<file path="src/rtl/mdio_bb_pkg.sv">
package mdio_bb_pkg;

   localparam int FRAME_BITS = 32;
   localparam int HALF_BITS  = 16;
   localparam int FIELD_W    = 5;
   localparam logic [3:0] CODE_RD = 4'h6;
   localparam logic [3:0] CODE_WR = 4'h5;

   // Power-on content of each PHY register
   function automatic logic [15:0] reg_reset(input int idx);
      case (idx)
         0:       return 16'h3100;
         1:       return 16'hF02C;
         2:       return 16'h7810;
         4:       return 16'h0501;
         5:       return 16'h4181;
         16:      return 16'h0003;
         18:      return 16'h0001;
         default: return 16'h0000;
      endcase
   endfunction

   // Bits a management write may change
   function automatic logic [15:0] reg_wmask(input int idx);
      if (idx == 4)                 return 16'hC01F;
      if (idx == 16)                return 16'h0FFF;
      if (idx >= 1 && idx <= 6)     return 16'hFFFF;
      if (idx >= 18 && idx <= 25)   return 16'hFFFF;
      return 16'h0000;
   endfunction

endpackage

</file>
<file path="src/rtl/mdio_bb_regfile.sv">
module mdio_bb_regfile
   import mdio_bb_pkg::*;
#(
   parameter int REG_CNT = 32,
   parameter int DATA_W  = 16
) (
   input  logic               clk,
   input  logic               rst_n,
   input  logic               wr_en,
   input  logic [FIELD_W-1:0] wr_idx,
   input  logic [DATA_W-1:0]  wr_data,
   input  logic [FIELD_W-1:0] rd_idx,
   output logic [DATA_W-1:0]  rd_data
);

   logic [DATA_W-1:0] regs [REG_CNT];

   for (genvar i = 0; i < REG_CNT; i++) begin : g_reg
      localparam logic [DATA_W-1:0] RST_VAL = DATA_W'(reg_reset(i));
      localparam logic [DATA_W-1:0] WMASK   = DATA_W'(reg_wmask(i));
      if (WMASK == '0) begin : g_ro
         always_ff @(posedge clk or negedge rst_n) begin
            if (!rst_n) regs[i] <= RST_VAL;
            else        regs[i] <= regs[i];
         end
      end else begin : g_rw
         always_ff @(posedge clk or negedge rst_n) begin
            if (!rst_n) begin
               regs[i] <= RST_VAL;
            end else if (wr_en && wr_idx == FIELD_W'(i)) begin
               regs[i] <= (regs[i] & ~WMASK) | (wr_data & WMASK);
            end
         end
      end
   end

   always_comb begin
      rd_data = '0;
      for (int i = 0; i < REG_CNT; i++) begin
         if (rd_idx == FIELD_W'(i)) rd_data = regs[i];
      end
   end

endmodule

</file>
<file path="src/rtl/mdio_bb_shifter.sv">
module mdio_bb_shifter
   import mdio_bb_pkg::*;
#(
   parameter int CNT_W    = 6,
   parameter int PHY_ADDR = 1
) (
   input  logic               clk,
   input  logic               rst_n,
   input  logic               wr_stb,
   input  logic               mdc,
   input  logic               mdo,
   input  logic               dir_rd,
   output logic               mdi,
   output logic [FIELD_W-1:0] rd_idx,
   input  logic [15:0]        rd_data,
   output logic               wr_en,
   output logic [FIELD_W-1:0] wr_idx,
   output logic [15:0]        wr_data,
   output logic [CNT_W-1:0]   bit_cnt,
   output logic               mdc_q
);

   localparam logic [CNT_W-1:0]   CNT_MAX  = '1;
   localparam logic [CNT_W-1:0]   CNT_HALF = CNT_W'(HALF_BITS);
   localparam logic [CNT_W-1:0]   CNT_FULL = CNT_W'(FRAME_BITS);
   localparam logic [FIELD_W-1:0] MY_ADDR  = FIELD_W'(PHY_ADDR);

   logic [FRAME_BITS-1:0] word_q, word_sh, word_d;
   logic [CNT_W-1:0]      cnt_inc;
   logic                  rise, take_mdo, all_ones, rd_hit, phy_drive;
   logic [15:0]           rd_val;

   assign rise      = wr_stb & mdc & ~mdc_q;
   assign cnt_inc   = (bit_cnt == CNT_MAX) ? bit_cnt : bit_cnt + 1'b1;
   assign phy_drive = dir_rd && (cnt_inc >= CNT_HALF);
   assign take_mdo  = mdo & ~phy_drive;
   assign word_sh   = {word_q[FRAME_BITS-2:0], take_mdo};
   assign all_ones  = (word_sh == '1);

   // header decode at the half-frame point
   assign rd_idx = word_sh[6:2];
   assign rd_val = (word_sh[11:7] == MY_ADDR) ? rd_data : 16'h0000;
   assign rd_hit = !all_ones && cnt_inc == CNT_HALF && word_sh[15:12] == CODE_RD;

   // write decode at the full-frame point
   assign wr_en   = rise && !all_ones && cnt_inc == CNT_FULL &&
                    word_sh[31:28] == CODE_WR && word_sh[27:23] == MY_ADDR;
   assign wr_idx  = word_sh[22:18];
   assign wr_data = word_sh[15:0];

   assign word_d = rd_hit ? {16'h0000, rd_val} : word_sh;

   always_ff @(posedge clk or negedge rst_n) begin
      if (!rst_n) begin
         mdc_q   <= 1'b0;
         bit_cnt <= '0;
         word_q  <= '0;
         mdi     <= 1'b0;
      end else if (wr_stb) begin
         mdc_q <= mdc;
         if (rise) begin
            word_q  <= word_d;
            bit_cnt <= all_ones ? '0 : cnt_inc;
            if (phy_drive) mdi <= word_sh[15];
         end
      end
   end

endmodule

</file>
<file path="src/rtl/mdio_bitbang_phy.sv">
module mdio_bitbang_phy
   import mdio_bb_pkg::*;
#(
   parameter int REG_CNT  = 32,
   parameter int DATA_W   = 16,
   parameter int CNT_W    = 6,
   parameter int PHY_ADDR = 1
) (
   input  logic clk,
   input  logic rst_n,
   input  logic ctl_wr,
   input  logic ctl_mdc,
   input  logic ctl_mdo,
   input  logic ctl_rd_dir,
   output logic mdi
);

   if (DATA_W != 16) begin : g_bad_data_w
      $error("DATA_W must be 16: register data field is fixed by the frame");
   end
   if (CNT_W < 6) begin : g_bad_cnt_w
      $error("CNT_W must hold a count of at least 32 without wrapping");
   end
   if (REG_CNT < 1 || REG_CNT > 32) begin : g_bad_reg_cnt
      $error("REG_CNT must be 1 to 32 for a 5-bit register field");
   end
   if (PHY_ADDR < 0 || PHY_ADDR > 31) begin : g_bad_addr
      $error("PHY_ADDR must fit the 5-bit address field");
   end

   logic [FIELD_W-1:0] rd_idx, wr_idx;
   logic [15:0]        rd_data, wr_data;
   logic               wr_en, mdc_q;
   logic [CNT_W-1:0]   bit_cnt;

   mdio_bb_shifter #(.CNT_W(CNT_W), .PHY_ADDR(PHY_ADDR)) u_shift (
      .clk     (clk),
      .rst_n   (rst_n),
      .wr_stb  (ctl_wr),
      .mdc     (ctl_mdc),
      .mdo     (ctl_mdo),
      .dir_rd  (ctl_rd_dir),
      .mdi     (mdi),
      .rd_idx  (rd_idx),
      .rd_data (rd_data),
      .wr_en   (wr_en),
      .wr_idx  (wr_idx),
      .wr_data (wr_data),
      .bit_cnt (bit_cnt),
      .mdc_q   (mdc_q)
   );

   mdio_bb_regfile #(.REG_CNT(REG_CNT), .DATA_W(DATA_W)) u_regs (
      .clk     (clk),
      .rst_n   (rst_n),
      .wr_en   (wr_en),
      .wr_idx  (wr_idx),
      .wr_data (wr_data),
      .rd_idx  (rd_idx),
      .rd_data (rd_data)
   );

endmodule

</file>
<file path="config.mk">
export PLATFORM = sky130hd
export DESIGN_NAME = mdio_bitbang_phy
export DESIGN_NICKNAME = d
export VERILOG_FILES = /design/src/rtl/mdio_bb_pkg.sv /design/src/rtl/mdio_bb_regfile.sv /design/src/rtl/mdio_bb_shifter.sv /design/src/rtl/mdio_bitbang_phy.sv
export SDC_FILE = /design/constraint.sdc
export NUM_CORES = 1
export LEC_CHECK = 0
export BUFFER_PORTS_ARGS = -buffer_cell sky130_fd_sc_hd__buf_4
export CAP_MARGIN = 30
export CELL_PAD_IN_SITES_DETAIL_PLACEMENT = 0
export CELL_PAD_IN_SITES_GLOBAL_PLACEMENT = 1
export CORE_MARGIN = 1.5
export CORE_UTILIZATION = 53
export DETAILED_ROUTE_END_ITERATION = 10
export GPL_TIMING_DRIVEN = 0
export HOLD_SLACK_MARGIN = 0.1
export PLACE_DENSITY = 0.79
export SLEW_MARGIN = 20
export SYNTH_ARGS = -nofsm -noshare
export SYNTH_HDL_FRONTEND = slang
export SYNTH_HIERARCHICAL = 1
export SYNTH_SLANG_ARGS = --single-unit
</file>
<file path="constraint.sdc">
create_clock -name clk -period 4.6 [get_ports clk]
set_input_delay 0.92 -clock clk [delete_from_list [all_inputs] [get_ports clk]]
set_output_delay 0.92 -clock clk [all_outputs]
set_load 0.01 [all_outputs]
</file>
; ---- Yosys cells after proc, flatten, opt, wreduce, memory -nomap -nowiden
; Cells that the tools add are included.
[totals]
regBits = 279
elab_cells = 144
input_bits = 6
[classes]
n_eq_ne = 54
bitwise = 7
muxes = 36
addsub = 1
n_lt_le_gt_ge = 1
reduce_logical = 26
[ops]
columns = cell, count
row1 = $mux W16, 32
row2 = $eq A5 B5 Y1 const B, 25
row3 = $eq A5 B4 Y1 const B, 8
row4 = $eq A5 B3 Y1 const B, 7
row5 = $eq A32 B32 Y1 const B, 1
row6 = $mux W31, 1
row7 = $logic_and A1 B1 Y1, 22
row8 = $eq A5 B1 Y1 const B, 4
row9 = $eq A5 B2 Y1 const B, 4
row10 = $or A14 B16 Y16, 1
row11 = $or A16 B12 Y16, 1
row12 = $mux W14, 1
row13 = $eq A6 B6 Y1 const B, 2
row14 = $mux W6, 2
row15 = $eq A4 B3 Y1 const B, 2
row16 = $add A6 B1 Y6 const B, 1
row17 = $eq A6 B5 Y1 const B, 1
row18 = $ge A6 B5 Y1 const B, 1
row19 = $logic_not A5 Y1, 1
row20 = $and A1 B1 Y1, 3
row21 = $reduce_and A3 Y1, 1
row22 = $not A1 Y1, 2
row23 = $reduce_and A2 Y1, 1
row24 = $logic_not A1 Y1, 1

; ---- Longest topological paths before layout
[depth]
depth_word = 35
depth_mapped = 12
ltp_nobuf = 10

; ---- By module
; Netlist, hierarchy kept.
[modules_own_cells]
columns = module, seq_area_each_um2, n_inst, cells_per_inst, area_per_inst_um2
row1 = mdio_bb_regfile, 5705.5, 1, 889, 10892.9
row2 = mdio_bb_shifter, 975.9, 1, 214, 2254.7

; ---- Worst setup path before layout
; OpenSTA, ideal clock, no wires.
[synth_path]
kind = flip-flop to flip-flop
startpoint = register u_shift.bit_cnt[0]
endpoint = register u_regs/regs[165] (netlist name)
arrival_ns = 3.213
slack_ns = 1.259
setup_time_ns = 0.128
period_less_slack_ns = 3.341
path_stages_with_launch = 11
path_cell_list = dfrtp_1 -> ha_1 -> or2_4 -> a2111oi_4 -> a41oi_4 -> nor4_1 -> nor2b_1 -> nand3_1 -> nor3b_2 -> buf_2 -> mux2_1
[synth_between]
elab_chain_cells = 13
word_cells_on_any_way = 15
[synth_lines]
columns = item, line_no
row1 = from (decl), mdio_bb_shifter.sv:19  ; output logic [CNT_W-1:0] bit_cnt,
row2 = from (signal assigned), mdio_bb_shifter.sv:63  ; bit_cnt <= all_ones ? '0 : cnt_inc;
row3 = $add A6 B1 Y6 / $eq A6 B6 Y1 (equally long branches), mdio_bb_shifter.sv:34  ; assign cnt_inc = (bit_cnt == CNT_MAX) ? bit_cnt : bit_cnt + 1'b1;
row4 = $mux W6 (*), mdio_bb_shifter.sv:34
row5 = $ge A6 B5 Y1, mdio_bb_shifter.sv:35  ; assign phy_drive = dir_rd && (cnt_inc >= CNT_HALF);
row6 = $logic_and A1 B1 Y1, mdio_bb_shifter.sv:35
row7 = $not A1 Y1, mdio_bb_shifter.sv:36  ; assign take_mdo = mdo & ~phy_drive;
row8 = $and A1 B1 Y1, mdio_bb_shifter.sv:36
row9 = $eq A32 B32 Y1, mdio_bb_shifter.sv:38  ; assign all_ones = (word_sh == '1);
row10 = $logic_not A1 Y1, mdio_bb_shifter.sv:46  ; assign wr_en = rise && !all_ones && cnt_inc == CNT_FULL &&
row11 = $logic_and A1 B1 Y1, mdio_bb_shifter.sv:46
row12 = $logic_and A1 B1 Y1 (*) (2 in a row), mdio_bb_shifter.sv:46
row13 = $logic_and A1 B1 Y1 (*), mdio_bb_shifter.sv:47  ; word_sh[31:28] == CODE_WR && word_sh[27:23] == MY_ADDR;
row14 = net wr_en, mdio_bitbang_phy.sv:33  ; logic wr_en, mdc_q;
row15 = $logic_and A1 B1 Y1 (*), mdio_bb_regfile.sv:30  ; end else if (wr_en && wr_idx == FIELD_W'(i)) begin
row16 = "to (signal, indexed assignment)", mdio_bb_regfile.sv:31  ; regs[i] <= (regs[i] & ~WMASK) | (wr_data & WMASK);
row17 = to (decl), mdio_bb_regfile.sv:16  ; logic [DATA_W-1:0] regs [REG_CNT];
; The timed path passes the listed nets; every way through them passes the cells marked *.
; A chain may end at the register's enable or synchronous reset.

; ---- Worst setup path in the final report
[layout_path]
startpoint = register u_shift.bit_cnt[0]
endpoint = register u_regs/regs[184] (netlist name)
; Same word-level chain as after synthesis.

==> metrics.txt <==
status=completed; Yosys top cell by area=dfrtp_1; number of flops mapped to enable cells by yosys=0; VDD IR max=around 0.0003 V; antenna-violating nets left=0; layout cells sized above 1=15.3%; Area growth syn-to-layout=11.7%; Slowest Stage Delay on Critical Path=0.61 ns; CTS sink count=roughly 270; Setup crit end=u_regs/regs[184]; r2r endpoint=u_regs/regs[184]; Final Hold Fails=0; number of synthesized register bits=266; slowest CP cell=nor4_2; setup slack after layout=~0.33 ns; drt drc=0; top sig layer=met4; Mapped Nets=1,110; Critical Path Most Common Cell=nand2_1; CTS Buf Count=29; clock root buffer=clkbuf_16; drt first pass iters=6; DR WL met3=2900 um; post-synth design cell area=13,100 sq um; RSZ-0062 raised after global routing=no; commonest non-fill, non-tap cells in the layout=246 x dfrtp_1, 227 x mux2_1, 50 x clkbuf_1; Final period util=92.7%; Crit Reg-Reg Startpoint=u_shift/bit_cnt[0]; CTS tree=done; htree depth=1; area share of the largest cell type after synthesis=46.8%; # diodes=0; setup TNS=0 ns; vias after detailed routing=about 9,700; Post-synth top flop=dfrtp_1; Hold Slack=0.366 ns; Max Freq=234 MHz; register area share after synthesis=50.8%; measured slew at the worst slew-check pin=about 1.1 ns; Setup Skew=0.00941 ns; mean area per synthesized cell=around 12 sq um; core area=24,300 sq um; Leak=0.00721 uW; Hold Path Class=input pin to asynchronous set/reset pin; largest net degree at the start of global routing=99; cells after synthesis=1,103; vias in the first global route=9,659; Placer Congestion=a little over 0.9; WL/cell=26.9 um; Initial Util=54.1%; Die Ht=approximately 160 um; Req. time, crit path=5.03 ns; fillers=2,007; Place WS=0.128 ns; global-route usage over all layers=31.7%; Post-layout nets=1,152; die width=161 um; synth warn=6; max-slew violations=0; worst-path cell chain=ha_1, buf_4, nand2_1, nor3_1, a41oi_4, nor4_2, nor2b_1, nand2_1, nor2_1, nand2_1, clkbuf_1, mux2_1; ys async rst share=100%; critical path fanouts, max=10; Setup crit start kind=flip-flop; Slew HR=slightly below 30%; initial DRC count=957; Post-CTS Hold Buffers=0; die area=25,800 sq um; total wire length=about 40,000 um; crit path kind=flip-flop to flip-flop; IO buf count=6; Area contributors post-synth=dfrtp_1 47%, mux2_1 19%, dfstp_2 4.0%, buf_4 1.7%, mux2i_1 1.6%; Vias/cell=6.50; GRT Residual Overflow=0; IO Count=7; Worst Setup SP=u_shift/bit_cnt[0]; # setup viols final=0; worst-case clock buffer depth=3; met2 WL=between 15,000 and 20,000 um; max cap viols=0; first-pass GRT wire length=61,400 um; clk slew on worst S/H paths=about 0.06 ns; Worst Reg-to-Reg Cells=12; critical path capture point type=flip-flop; HPWL Detailed=27,500 um; fin crit period=4.27 ns; pwr/cell area=493 nW/um^2; wl on met1=17,100 um; post-synth cell types=78; most common cell after layout, fill and taps aside=dfrtp_1; initial antenna violation count=0; FP Rows=57; crit path DAT=4.70 ns; clk_lat worst skew=0.55 ns; reg2reg setup slack=about 0.33 ns
[critical path, delay by kind of cell, from the launching register on]
family | cells | cell delay (ns)
and+or+nand+nor | 7 | 1.94
buffers and inverters | 2 | 0.72
DFF | 1 | 0.50
muxes | 1 | 0.48
AOI/OAI and AO/OA | 1 | 0.27
adders and majority gates | 1 | 0.22
[cell usage after synthesis, types with 5 or more instances]
cell / instances
dfrtp_1: 246
mux2_1: 227
nor2_1: 50
clkbuf_1: 42
o21ai_0: 41
nand2_1: 38
a21oi_1: 34
buf_2: 30
buf_4: 29
o21ai_1: 26
nand3_1: 24
a22o_1: 22
mux2i_1: 21
a22oi_1: 20
dfstp_2: 20
nor2b_1: 19
mux2_2: 14
nor3_1: 12
nand4_1: 11
o2bb2ai_1: 11
o221ai_1: 9
inv_1: 8
a221o_1: 7
a31oi_1: 7
nand2b_1: 7
a221oi_1: 6
nor4_1: 6
o22ai_1: 6
or3_1: 6
a21o_1: 5
nand3b_1: 5
o211ai_1: 5
[how the worst min path moves through the flow]
stage	endpoint	depth (start not counted)	start	slack, ns
finish	u_regs/regs[192]	1	rst_n	0.37
global route	u_regs/regs[176]	1	rst_n	0.44
CTS	u_regs/regs[176]	1	rst_n	0.39
detailed placement	u_regs/regs[171]	1	u_regs/regs[171]	0.47
global placement	u_regs/regs[163]	1	u_regs/regs[163]	0.46
floorplan	u_regs/regs[163]	1	u_regs/regs[163]	0.45
[cell families after synthesis]
family	count (synthesis)	synth area share, %
buf+inv	118	4.71
fa+ha+maj	1	0.0952
mux	262	22.2
xor+xnor	2	0.133
flops	266	50.8
compound gates	243	13.2
simple gates	211	8.85
[flip-flops by register name, indices dropped and copies added (netlist names)]
register and count:
u_shift/word_q 31, u_shift/mdi 1, u_regs/regs 227, u_shift/bit_cnt 6
u_shift/mdc_q 1
[power breakdown]
part | internal (uW) | total (uW) | switching (uW)
logic | 669 | 2340 | 1670
clock network | 1440 | 2400 | 956
registers | 2400 | 2490 | 86.3
total | 4520 | 7230 | 2720
[layer usage]
layer | global-route usage, % | up-vias
met5 | 0 | -
met4 | 11.4 | 0
met3 | 4.73 | 93
met2 | 50.1 | 443
met1 | 44.6 | 5014
li1 | - | 4145
[per-stage QoR]
step / total power [uW] / util (%) / std cells / instance area, sq um
final: 7230 / 60.4 / 1491 / 14700
after global routing: 7440 / 60.4 / 1491 / 14700
after CTS: 7170 / 60.3 / 1490 / 14700
after detailed placement: 4770 / 56.3 / 1437 / 13700
after global placement: 4770 / 55.9 / 1433 / 13600
after floorplan: 3870 / - / 1103 / 13100
[repair_timing]
item / in CTS / in global routing
gates resized for setup: 0 / 2
hold endpoints to repair: 0 / 0
buffers inserted: 0 / 0
setup endpoints to repair: 0 / 55
[cell type report]
cell class              instances  area, sq um  share of cell area [%]
flip-flops and latches        266         6680                    45.5
multi-input cells             719         5860                    39.9
clock buffers                  48          907                    6.18
plain buffers                 107          578                    3.94
well taps                     324          405                    2.76
repair buffers                 11          131                   0.895
clock inverters                 5         77.6                   0.528
inverters                      11         41.3                   0.281
No activity file was read; power rests on OpenSTA's default activity.
